===== config.mk =====
export PLATFORM = sky130hd
export DESIGN_NAME = uart_regif
export DESIGN_NICKNAME = d
export VERILOG_FILES = /design/src/rtl/uart_regif_pkg.sv /design/src/rtl/uart_regif_rstsync.sv /design/src/rtl/uart_regif_decode.sv /design/src/rtl/uart_regif_status.sv /design/src/rtl/uart_regif_irq.sv /design/src/rtl/uart_regif.sv
export SDC_FILE = /design/constraint.sdc
export NUM_CORES = 1
export LEC_CHECK = 0
export BUFFER_PORTS_ARGS = -buffer_cell sky130_fd_sc_hd__buf_2
export CAP_MARGIN = 20
export CORE_ASPECT_RATIO = 1.75
export CORE_MARGIN = 2
export CORE_UTILIZATION = 31
export DETAILED_ROUTE_END_ITERATION = 12
export HOLD_SLACK_MARGIN = 0.12
export PLACE_DENSITY = 0.55
export SLEW_MARGIN = 20
export SYNTH_ARGS = -nofsm -noshare
export SYNTH_HDL_FRONTEND = slang
export SYNTH_HIERARCHICAL = 1
export SYNTH_SLANG_ARGS = --single-unit

===== constraint.sdc =====
create_clock -name clk -period 1.73 [get_ports clk]
set_clock_uncertainty 0.1 [all_clocks]
set_input_delay 0.0865 -clock clk [delete_from_list [all_inputs] [get_ports clk]]
set_output_delay 0.0865 -clock clk [all_outputs]
set_load 0.01 [all_outputs]

===== src/rtl/uart_regif_pkg.sv =====
`timescale 1ns/1ps
package uart_regif_pkg;
  localparam int unsigned DW = 8;

  typedef enum logic [2:0] {
    OFS_DATA = 3'd0, OFS_IER = 3'd1, OFS_IIR = 3'd2, OFS_LCR = 3'd3,
    OFS_MCR  = 3'd4, OFS_LSR = 3'd5, OFS_MSR = 3'd6, OFS_SCR = 3'd7
  } reg_ofs_e;

  localparam logic [3:0] IID_NONE    = 4'b0001;
  localparam logic [3:0] IID_LINE    = 4'b0110;
  localparam logic [3:0] IID_TIMEOUT = 4'b1100;
  localparam logic [3:0] IID_RXDATA  = 4'b0100;
  localparam logic [3:0] IID_THRE    = 4'b0010;
  localparam logic [3:0] IID_MODEM   = 4'b0000;

  typedef struct packed {
    logic rbr_rd;
    logic thr_wr;
    logic dll_wr;
    logic dlm_wr;
    logic ier_wr;
    logic iir_rd;
    logic fcr_wr;
    logic lcr_wr;
    logic mcr_wr;
    logic lsr_rd;
    logic msr_rd;
    logic scr_wr;
  } acc_s;
endpackage


===== src/rtl/uart_regif_rstsync.sv =====
`timescale 1ns/1ps
module uart_regif_rstsync #(
  parameter int unsigned STAGES = 2
) (
  input  logic clk,
  input  logic rst_n,
  output logic rst_n_sync
);
  logic [STAGES-1:0] chain_q;

  always_ff @(posedge clk or negedge rst_n) begin
    if (!rst_n) chain_q <= '0;
    else        chain_q <= {chain_q[STAGES-2:0], 1'b1};
  end

  assign rst_n_sync = chain_q[STAGES-1];
endmodule


===== src/rtl/uart_regif_decode.sv =====
`timescale 1ns/1ps
module uart_regif_decode
  import uart_regif_pkg::*;
#(
  parameter int unsigned OFS_W = 4
) (
  input  logic             sel,
  input  logic             strobe,
  input  logic             write,
  input  logic [OFS_W-1:0] ofs,
  input  logic             dlab,
  output acc_s             acc,
  output logic             rd_hit,
  output reg_ofs_e         rd_ofs
);
  logic     in_map, wr, rd;
  reg_ofs_e idx;

  assign in_map = (ofs >> 3) == '0;
  assign idx    = reg_ofs_e'(ofs[2:0]);
  assign wr     = sel & strobe & write & in_map;
  assign rd     = sel & strobe & ~write & in_map;

  always_comb begin
    acc        = '0;
    acc.rbr_rd = rd & (idx == OFS_DATA) & ~dlab;
    acc.thr_wr = wr & (idx == OFS_DATA) & ~dlab;
    acc.dll_wr = wr & (idx == OFS_DATA) & dlab;
    acc.dlm_wr = wr & (idx == OFS_IER) & dlab;
    acc.ier_wr = wr & (idx == OFS_IER) & ~dlab;
    acc.iir_rd = rd & (idx == OFS_IIR);
    acc.fcr_wr = wr & (idx == OFS_IIR);
    acc.lcr_wr = wr & (idx == OFS_LCR);
    acc.mcr_wr = wr & (idx == OFS_MCR);
    acc.lsr_rd = rd & (idx == OFS_LSR);
    acc.msr_rd = rd & (idx == OFS_MSR);
    acc.scr_wr = wr & (idx == OFS_SCR);
  end

  assign rd_hit = rd;
  assign rd_ofs = idx;

  // a single access never raises two register strobes
  always_comb begin
    p_one_strobe_r2: assert ($onehot0(acc)) else $error("two register strobes at once");
  end
endmodule


===== src/rtl/uart_regif_status.sv =====
`timescale 1ns/1ps
module uart_regif_status (
  input  logic       clk,
  input  logic       rst_n,
  input  logic [3:0] err_set,
  input  logic       lsr_rd,
  input  logic [3:0] modem_in,
  input  logic       msr_rd,
  output logic [3:0] err_q,
  output logic [3:0] delta_q
);
  logic [3:0] err_d, delta_d, prev_q, delta_set;

  always_comb begin
    delta_set[0] = modem_in[0] ^ prev_q[0];
    delta_set[1] = modem_in[1] ^ prev_q[1];
    delta_set[2] = prev_q[2] & ~modem_in[2];
    delta_set[3] = modem_in[3] ^ prev_q[3];
    err_d   = (lsr_rd ? 4'b0 : err_q) | err_set;
    delta_d = (msr_rd ? 4'b0 : delta_q) | delta_set;
  end

  always_ff @(posedge clk or negedge rst_n) begin
    if (!rst_n) begin
      err_q   <= '0;
      delta_q <= '0;
      prev_q  <= '0;
    end else begin
      err_q   <= err_d;
      delta_q <= delta_d;
      prev_q  <= modem_in;
    end
  end

  p_lsr_clear_r10: assert property (@(posedge clk) disable iff (!rst_n)
    (lsr_rd && err_set == 4'b0) |=> (err_q == 4'b0))
    else $error("line errors survive a status read");

  p_cts_delta_r11: assert property (@(posedge clk) disable iff (!rst_n)
    (modem_in[0] != $past(modem_in[0])) |=> delta_q[0])
    else $error("clear-to-send change not latched");
endmodule


===== src/rtl/uart_regif_irq.sv =====
`timescale 1ns/1ps
module uart_regif_irq
  import uart_regif_pkg::*;
(
  input  logic       clk,
  input  logic       rst_n,
  input  logic [3:0] ier,
  input  logic       fifo_en,
  input  logic       rx_ready,
  input  logic       rx_timeout,
  input  logic       err_any,
  input  logic       delta_any,
  input  logic       thr_empty,
  input  logic       iir_rd,
  input  logic       thr_wr,
  output logic       irq,
  output logic [3:0] iid
);
  logic thre_pend_q, thre_pend_d, empty_prev_q, ier1_prev_q;
  logic thre_set, thre_clr;
  logic c_line, c_to, c_rx, c_thre, c_ms;

  always_comb begin
    c_line = ier[2] & err_any;
    c_to   = ier[0] & fifo_en & rx_timeout;
    c_rx   = ier[0] & rx_ready;
    c_thre = ier[1] & thre_pend_q;
    c_ms   = ier[3] & delta_any;
    if      (c_line) iid = IID_LINE;
    else if (c_to)   iid = IID_TIMEOUT;
    else if (c_rx)   iid = IID_RXDATA;
    else if (c_thre) iid = IID_THRE;
    else if (c_ms)   iid = IID_MODEM;
    else             iid = IID_NONE;
    irq = c_line | c_to | c_rx | c_thre | c_ms;
    thre_set = thr_empty & (~empty_prev_q | (ier[1] & ~ier1_prev_q));
    thre_clr = thr_wr | (iir_rd & (iid == IID_THRE));
    thre_pend_d = thre_set | (thre_pend_q & ~thre_clr);
  end

  always_ff @(posedge clk or negedge rst_n) begin
    if (!rst_n) begin
      thre_pend_q  <= 1'b0;
      empty_prev_q <= 1'b1;
      ier1_prev_q  <= 1'b0;
    end else begin
      thre_pend_q  <= thre_pend_d;
      empty_prev_q <= thr_empty;
      ier1_prev_q  <= ier[1];
    end
  end

  p_thre_clear_r12: assert property (@(posedge clk) disable iff (!rst_n)
    (thr_wr && !thr_empty) |=> !thre_pend_q)
    else $error("transmit-empty flag survives a transmit write");
endmodule


===== src/rtl/uart_regif.sv =====
`timescale 1ns/1ps
module uart_regif
  import uart_regif_pkg::*;
#(
  parameter int unsigned ADDR_W     = 6,
  parameter int unsigned RST_STAGES = 2
) (
  input  logic              clk,
  input  logic              rst_n,
  input  logic              sel,
  input  logic              strobe,
  input  logic              write,
  input  logic [ADDR_W-1:2] addr,
  input  logic [7:0]        wdata,
  output logic [7:0]        rdata,
  input  logic [7:0]        rx_data,
  input  logic              rx_ready,
  input  logic              rx_timeout,
  input  logic [3:0]        err_set,
  input  logic              thr_empty,
  input  logic              tx_idle,
  input  logic [3:0]        modem_in,
  output logic              rx_pop,
  output logic              tx_push,
  output logic [7:0]        tx_data,
  output logic [15:0]       divisor,
  output logic [6:0]        frame_cfg,
  output logic              fifo_en,
  output logic              rts_n,
  output logic              dtr_n,
  output logic              irq
);
  localparam int unsigned OFS_W = ADDR_W - 2;

  logic       rst_n_s;
  acc_s       acc;
  logic       rd_hit;
  reg_ofs_e   rd_ofs;
  logic [3:0] ier_q, ier_d;
  logic [7:0] lcr_q, lcr_d, scr_q, scr_d;
  logic [4:0] mcr_q, mcr_d;
  logic       fifo_q, fifo_d, pop_q, push_q;
  logic [7:0] dll_q, dlm_q, thr_q;
  logic [3:0] err_q, delta_q, iid;
  logic [7:0] lsr, msr;

  uart_regif_rstsync #(.STAGES(RST_STAGES)) u_rst (
    .clk(clk), .rst_n(rst_n), .rst_n_sync(rst_n_s)
  );

  uart_regif_decode #(.OFS_W(OFS_W)) u_dec (
    .sel(sel), .strobe(strobe), .write(write), .ofs(addr),
    .dlab(lcr_q[7]), .acc(acc), .rd_hit(rd_hit), .rd_ofs(rd_ofs)
  );

  uart_regif_status u_stat (
    .clk(clk), .rst_n(rst_n_s), .err_set(err_set), .lsr_rd(acc.lsr_rd),
    .modem_in(modem_in), .msr_rd(acc.msr_rd), .err_q(err_q), .delta_q(delta_q)
  );

  uart_regif_irq u_irq (
    .clk(clk), .rst_n(rst_n_s), .ier(ier_q), .fifo_en(fifo_q),
    .rx_ready(rx_ready), .rx_timeout(rx_timeout), .err_any(|err_q),
    .delta_any(|delta_q), .thr_empty(thr_empty), .iir_rd(acc.iir_rd),
    .thr_wr(acc.thr_wr), .irq(irq), .iid(iid)
  );

  // next state of the control registers
  always_comb begin
    ier_d  = acc.ier_wr ? wdata[3:0] : ier_q;
    lcr_d  = acc.lcr_wr ? wdata      : lcr_q;
    mcr_d  = acc.mcr_wr ? wdata[4:0] : mcr_q;
    scr_d  = acc.scr_wr ? wdata      : scr_q;
    fifo_d = acc.fcr_wr ? wdata[0]   : fifo_q;
  end

  always_ff @(posedge clk or negedge rst_n_s) begin
    if (!rst_n_s) begin
      ier_q  <= '0;
      lcr_q  <= '0;
      mcr_q  <= '0;
      scr_q  <= '0;
      fifo_q <= 1'b0;
      pop_q  <= 1'b0;
      push_q <= 1'b0;
    end else begin
      ier_q  <= ier_d;
      lcr_q  <= lcr_d;
      mcr_q  <= mcr_d;
      scr_q  <= scr_d;
      fifo_q <= fifo_d;
      pop_q  <= acc.rbr_rd;
      push_q <= acc.thr_wr;
    end
  end

  // divisor and transmit byte are outside the reset domain on purpose
  always_ff @(posedge clk) begin
    if (acc.dll_wr) dll_q <= wdata;
    if (acc.dlm_wr) dlm_q <= wdata;
    if (acc.thr_wr) thr_q <= wdata;
  end

  assign lsr = {|err_q, tx_idle, thr_empty, err_q, rx_ready};
  assign msr = {modem_in, delta_q};

  always_comb begin
    rdata = '0;
    if (rd_hit) begin
      unique case (rd_ofs)
        OFS_DATA: rdata = lcr_q[7] ? dll_q : rx_data;
        OFS_IER:  rdata = lcr_q[7] ? dlm_q : {4'b0, ier_q};
        OFS_IIR:  rdata = {fifo_q, fifo_q, 2'b00, iid};
        OFS_LCR:  rdata = lcr_q;
        OFS_MCR:  rdata = {3'b000, mcr_q};
        OFS_LSR:  rdata = lsr;
        OFS_MSR:  rdata = msr;
        OFS_SCR:  rdata = scr_q;
        default:  rdata = '0;
      endcase
    end
  end

  assign rx_pop    = pop_q;
  assign tx_push   = push_q;
  assign tx_data   = thr_q;
  assign divisor   = {dlm_q, dll_q};
  assign frame_cfg = lcr_q[6:0];
  assign fifo_en   = fifo_q;
  assign dtr_n     = ~mcr_q[0];
  assign rts_n     = ~mcr_q[1];

  p_irq_needs_enable_r7: assert property (@(posedge clk) disable iff (!rst_n_s)
    irq |-> (ier_q != 4'b0))
    else $error("interrupt raised with no enable set");

  p_reset_outputs_r3: assert property (@(posedge clk) disable iff (!rst_n_s)
    !$past(rst_n_s) |-> (rts_n && dtr_n && !irq && !tx_push && !rx_pop))
    else $error("outputs not at reset levels on reset exit");
endmodule


==> results.tsv <==
stage	metric	value	unit
power_and_ir_drop	PwrDens	924	mW/mm^2
synth	largest family of logic cells by synthesized area	multiplexers	
power_and_ir_drop	Max rail drop VDD	0.529	mV
synth	top-area cell type share of the netlist area	32.8	%
floorplanning	DIE HEIGHT	142	um
finish	Post-Route Utilization	44.9	%
synth	XOR/XNOR Fraction of Synth Area	0.782	%
synth	yosys warns	6	
synth	Post-synth top flop	dfrtp_1	
setup_path	r2r worst-path depth	4	
global_route	largest net degree at the start of global routing	44	
setup_path	Bufs and invs on worst path	1	
setup_path	R2R Setup Slk	-0.03	ns
drt	Vias	2661	
drt	First-pass DRT Iterations	4	
drt	number of vias per cell	4.93	
clock_network	Clock Latency Late Sink	0.33	ns
placement	Post-DP HPWL	7130	um
drt	drt first-iter violations	100	
clock_network	CTS Buf Count	9	
min_path	Hold Path Class	reg2async	
setup_path	CP Cell Sequence	or4_4 -> a22oi_2 -> nand2_2 -> a221oi_2 -> a22o_1 -> nand2_1 -> a21oi_2 -> buf_2	
finish	most common cell after layout, fill and taps aside	buf_2	
clock_network	Root Buffer	clkbuf_16	
run_status	violated checks	negative setup slack	
synth	syn nets	310	
finish	commonest non-fill, non-tap cells in the layout	buf_2, dfrtp_1, buf_4	
finish	share of cells above drive strength 1	48.8	%
finish	area grow syn2layout	42.0	%
setup_path	CP max-delay cell	or4_4	
setup_path	CP Max Fanout	2	
synth	count of cell types in the netlist	50	
timing	Setup violations, final	10	
timing	unrepaired setup endpoints after global routing	yes	
timing	hold violation count in the final report	0	
setup_path	worst r2r dst	u_irq/thre_pend_q	
floorplanning	chip width	82.7	um
synth	mux cell area share after synthesis	14.1	%
synth	Gate Count Post-Synth	273	
power_and_ir_drop	Pwr Total	4.41	mW
synth	sequential share of the synthesized area	55.0	%
clock_network	maximum root-to-sink buffer count	2	
floorplanning	die footprint	0.0117	mm^2
setup_path	CP delay by family, top	compound AO/OA/AOI/OAI gates	
drt	Remaining DRCs	0	
synth	Compound-Gate Fraction of Synth Area	11.6	%
timing	worst hold slack	0.144	ns
synth	Synth area leaders	dfrtp_1, edfxtp_1, mux2_2	
synth	top cell type by total area after synthesis	dfrtp_1	
clock_network	Clock transition at path regs	0.05	ns
setup_path	Worst Setup Path Type	reg2out	
timing	Tcrit/Tclk final	147	%
clock_network	H-tree depth	3	
clock_network	CTS tree	built	
global_route	vias in the first global route	2703	
synth	post-synthesis simple-gate area fraction	12.0	%
floorplanning	Core Box Area	0.0106	mm^2
setup_path	Worst R2R Start	u_stat/err_q[0]	
synth	Synth Area in Adders	0	%
floorplanning	I/O Pins	82	
timing	final setup margin	-0.808	ns
floorplanning	Cell Rows	50	
floorplanning	Initial Utilization	31.6	%
job	max-cap check violation count	0	
synth	Post-synth ARST share	65.2	%
global_route	initial antenna violation count	0	
run_status	outcome	complete, but fails checks	
timing	minimum clock period	2.54	ns
timing	Slew Viols, Final	0	
drt	WL final	9580	um
synth	Mean Syn Cell Area	12.3	um^2
timing	Fin Setup TNS	-4.82	ns
synth	Mapped Area	0.00336	mm^2
finish	fin nets	442	
placement	GPL Wtd Cong	0.875	
setup_path	Largest stage delay, worst path	0.54	ns
global_route	all-layer global routing usage	17.2	%
drt	DR WL/cell	17.7	um
setup_path	Critical Path Source Type	register	
clock_network	CTS sink cnt	69	
finish	antenna diode count	0	
setup_path	worst endpoint required time	1.54	ns
global_route	global-route wire length before repair	14500	um
placement	PortBufs	81	
power_and_ir_drop	Static Leakage	2.07	nW
setup_path	critical path data arrival time	2.35	ns
drt	Final ANT Viol Nets	0	
timing	fmax	394	MHz
synth	Yosys reg bits	69	
synth	number of flops mapped to enable cells by yosys	24	
setup_path	Levels on crit path	8	
global_route	total grt overflow	0	
setup_path	crit end category	output port	
[power by group]
group	internal [mW]	switching, mW
logic	0.391	0.338
registers	1.80	0.0785
clock network	1.15	0.657
[timing repair]
| action | CTS | global route |
|---|---|---|
| pin swaps | 9 | 10 |
| endpoints found under the setup margin | 10 | 10 |
| resized for setup | 8 | 11 |
| endpoints found under the hold margin | 67 | 0 |
| hold buffers | 20 | 0 |
| setup buffers | 5 | 7 |
| gates cloned | 0 | 1 |
[cell type report]
type | instances | area (um^2)
clock buffers | 12 | 246
repair buffers | 145 | 1030
well taps | 130 | 163
flip-flops and latches | 69 | 1850
inverters | 14 | 52.6
clock inverters | 4 | 47.5
fillers | 1045 | 5860
multi-input cells | 166 | 1380
[cells in the mapped netlist, types with 4 or more instances]
cell type,n
dfrtp_1,44
mux2_2,34
edfxtp_1,24
o21ai_0,18
buf_4,14
inv_1,13
nand2_1,13
a21oi_1,9
mux2i_1,9
nor2_1,9
nor3_1,7
a21o_1,5
a22oi_1,5
buf_2,5
nand2b_1,4
nor4b_2,4
[worst max path at each step]
stage / start / slack (ns) / endpoint
2_1_floorplan: u_stat/err_q[0] / -0.20 / rdata[0]
3_3_place_gp: u_stat/err_q[0] / -0.41 / rdata[0]
3_5_place_dp: u_stat/err_q[0] / -0.44 / rdata[0]
5_1_grt: u_stat/err_q[0] / -0.85 / rdata[0]
6_report: u_stat/err_q[0] / -0.81 / rdata[0]
4_1_cts: u_stat/err_q[0] / -0.76 / rdata[0]
[cells by family (layout without fill, tap and decap cells)]
group,count (synthesis),after routing
DFF,69,69
and+or+nand+nor,61,61
AOI/OAI and AO/OA,58,58
muxes,43,43
buffers and inverters,38,175
xor gates and xnor gates,3,3
other,1,1
[worst reg2reg max path, cell delays in order (launching register included)]
cell and delay (ns):
dfrtp_1 0.37, or4_4 0.54, a22oi_2 0.20, nand4_1 0.15
a32o_1 0.29
[through the flow]
step           instances  setup WS [ns]  area, um^2
2_1_floorplan        273         -0.204        3380
3_3_place_gp         493         -0.412        4080
3_5_place_dp         493         -0.436        4080
4_1_cts              534         -0.759        4650
5_1_grt              540         -0.855        4770
6_report             540         -0.808        4770
[sequential cells by signal, summed over array words and instances (netlist names)]
name / count
mcr_q: 5
u_stat/delta_q: 4
fifo_en: 1
dll_q: 8
rx_pop: 1
u_irq/empty_prev_q: 1
u_rst/chain_q: 2
u_stat/prev_q: 4
u_irq/ier1_prev_q: 1
ier_q: 4
u_stat/err_q: 4
dlm_q: 8
lcr_q: 8
tx_push: 1
u_irq/thre_pend_q: 1
tx_data: 8
scr_q: 8
[per-layer routing]
metal  global-route usage, %  share of wire (%)  vias to the layer above
met5                       0                  0                        -
met4                    8.80                3.7                        0
met3                    4.20                4.8                       18
met2                    29.9                 55                       72
met1                    18.8                 36                     1310
li1                        -                  -                     1261
Power figures use the tool's default switching activity.
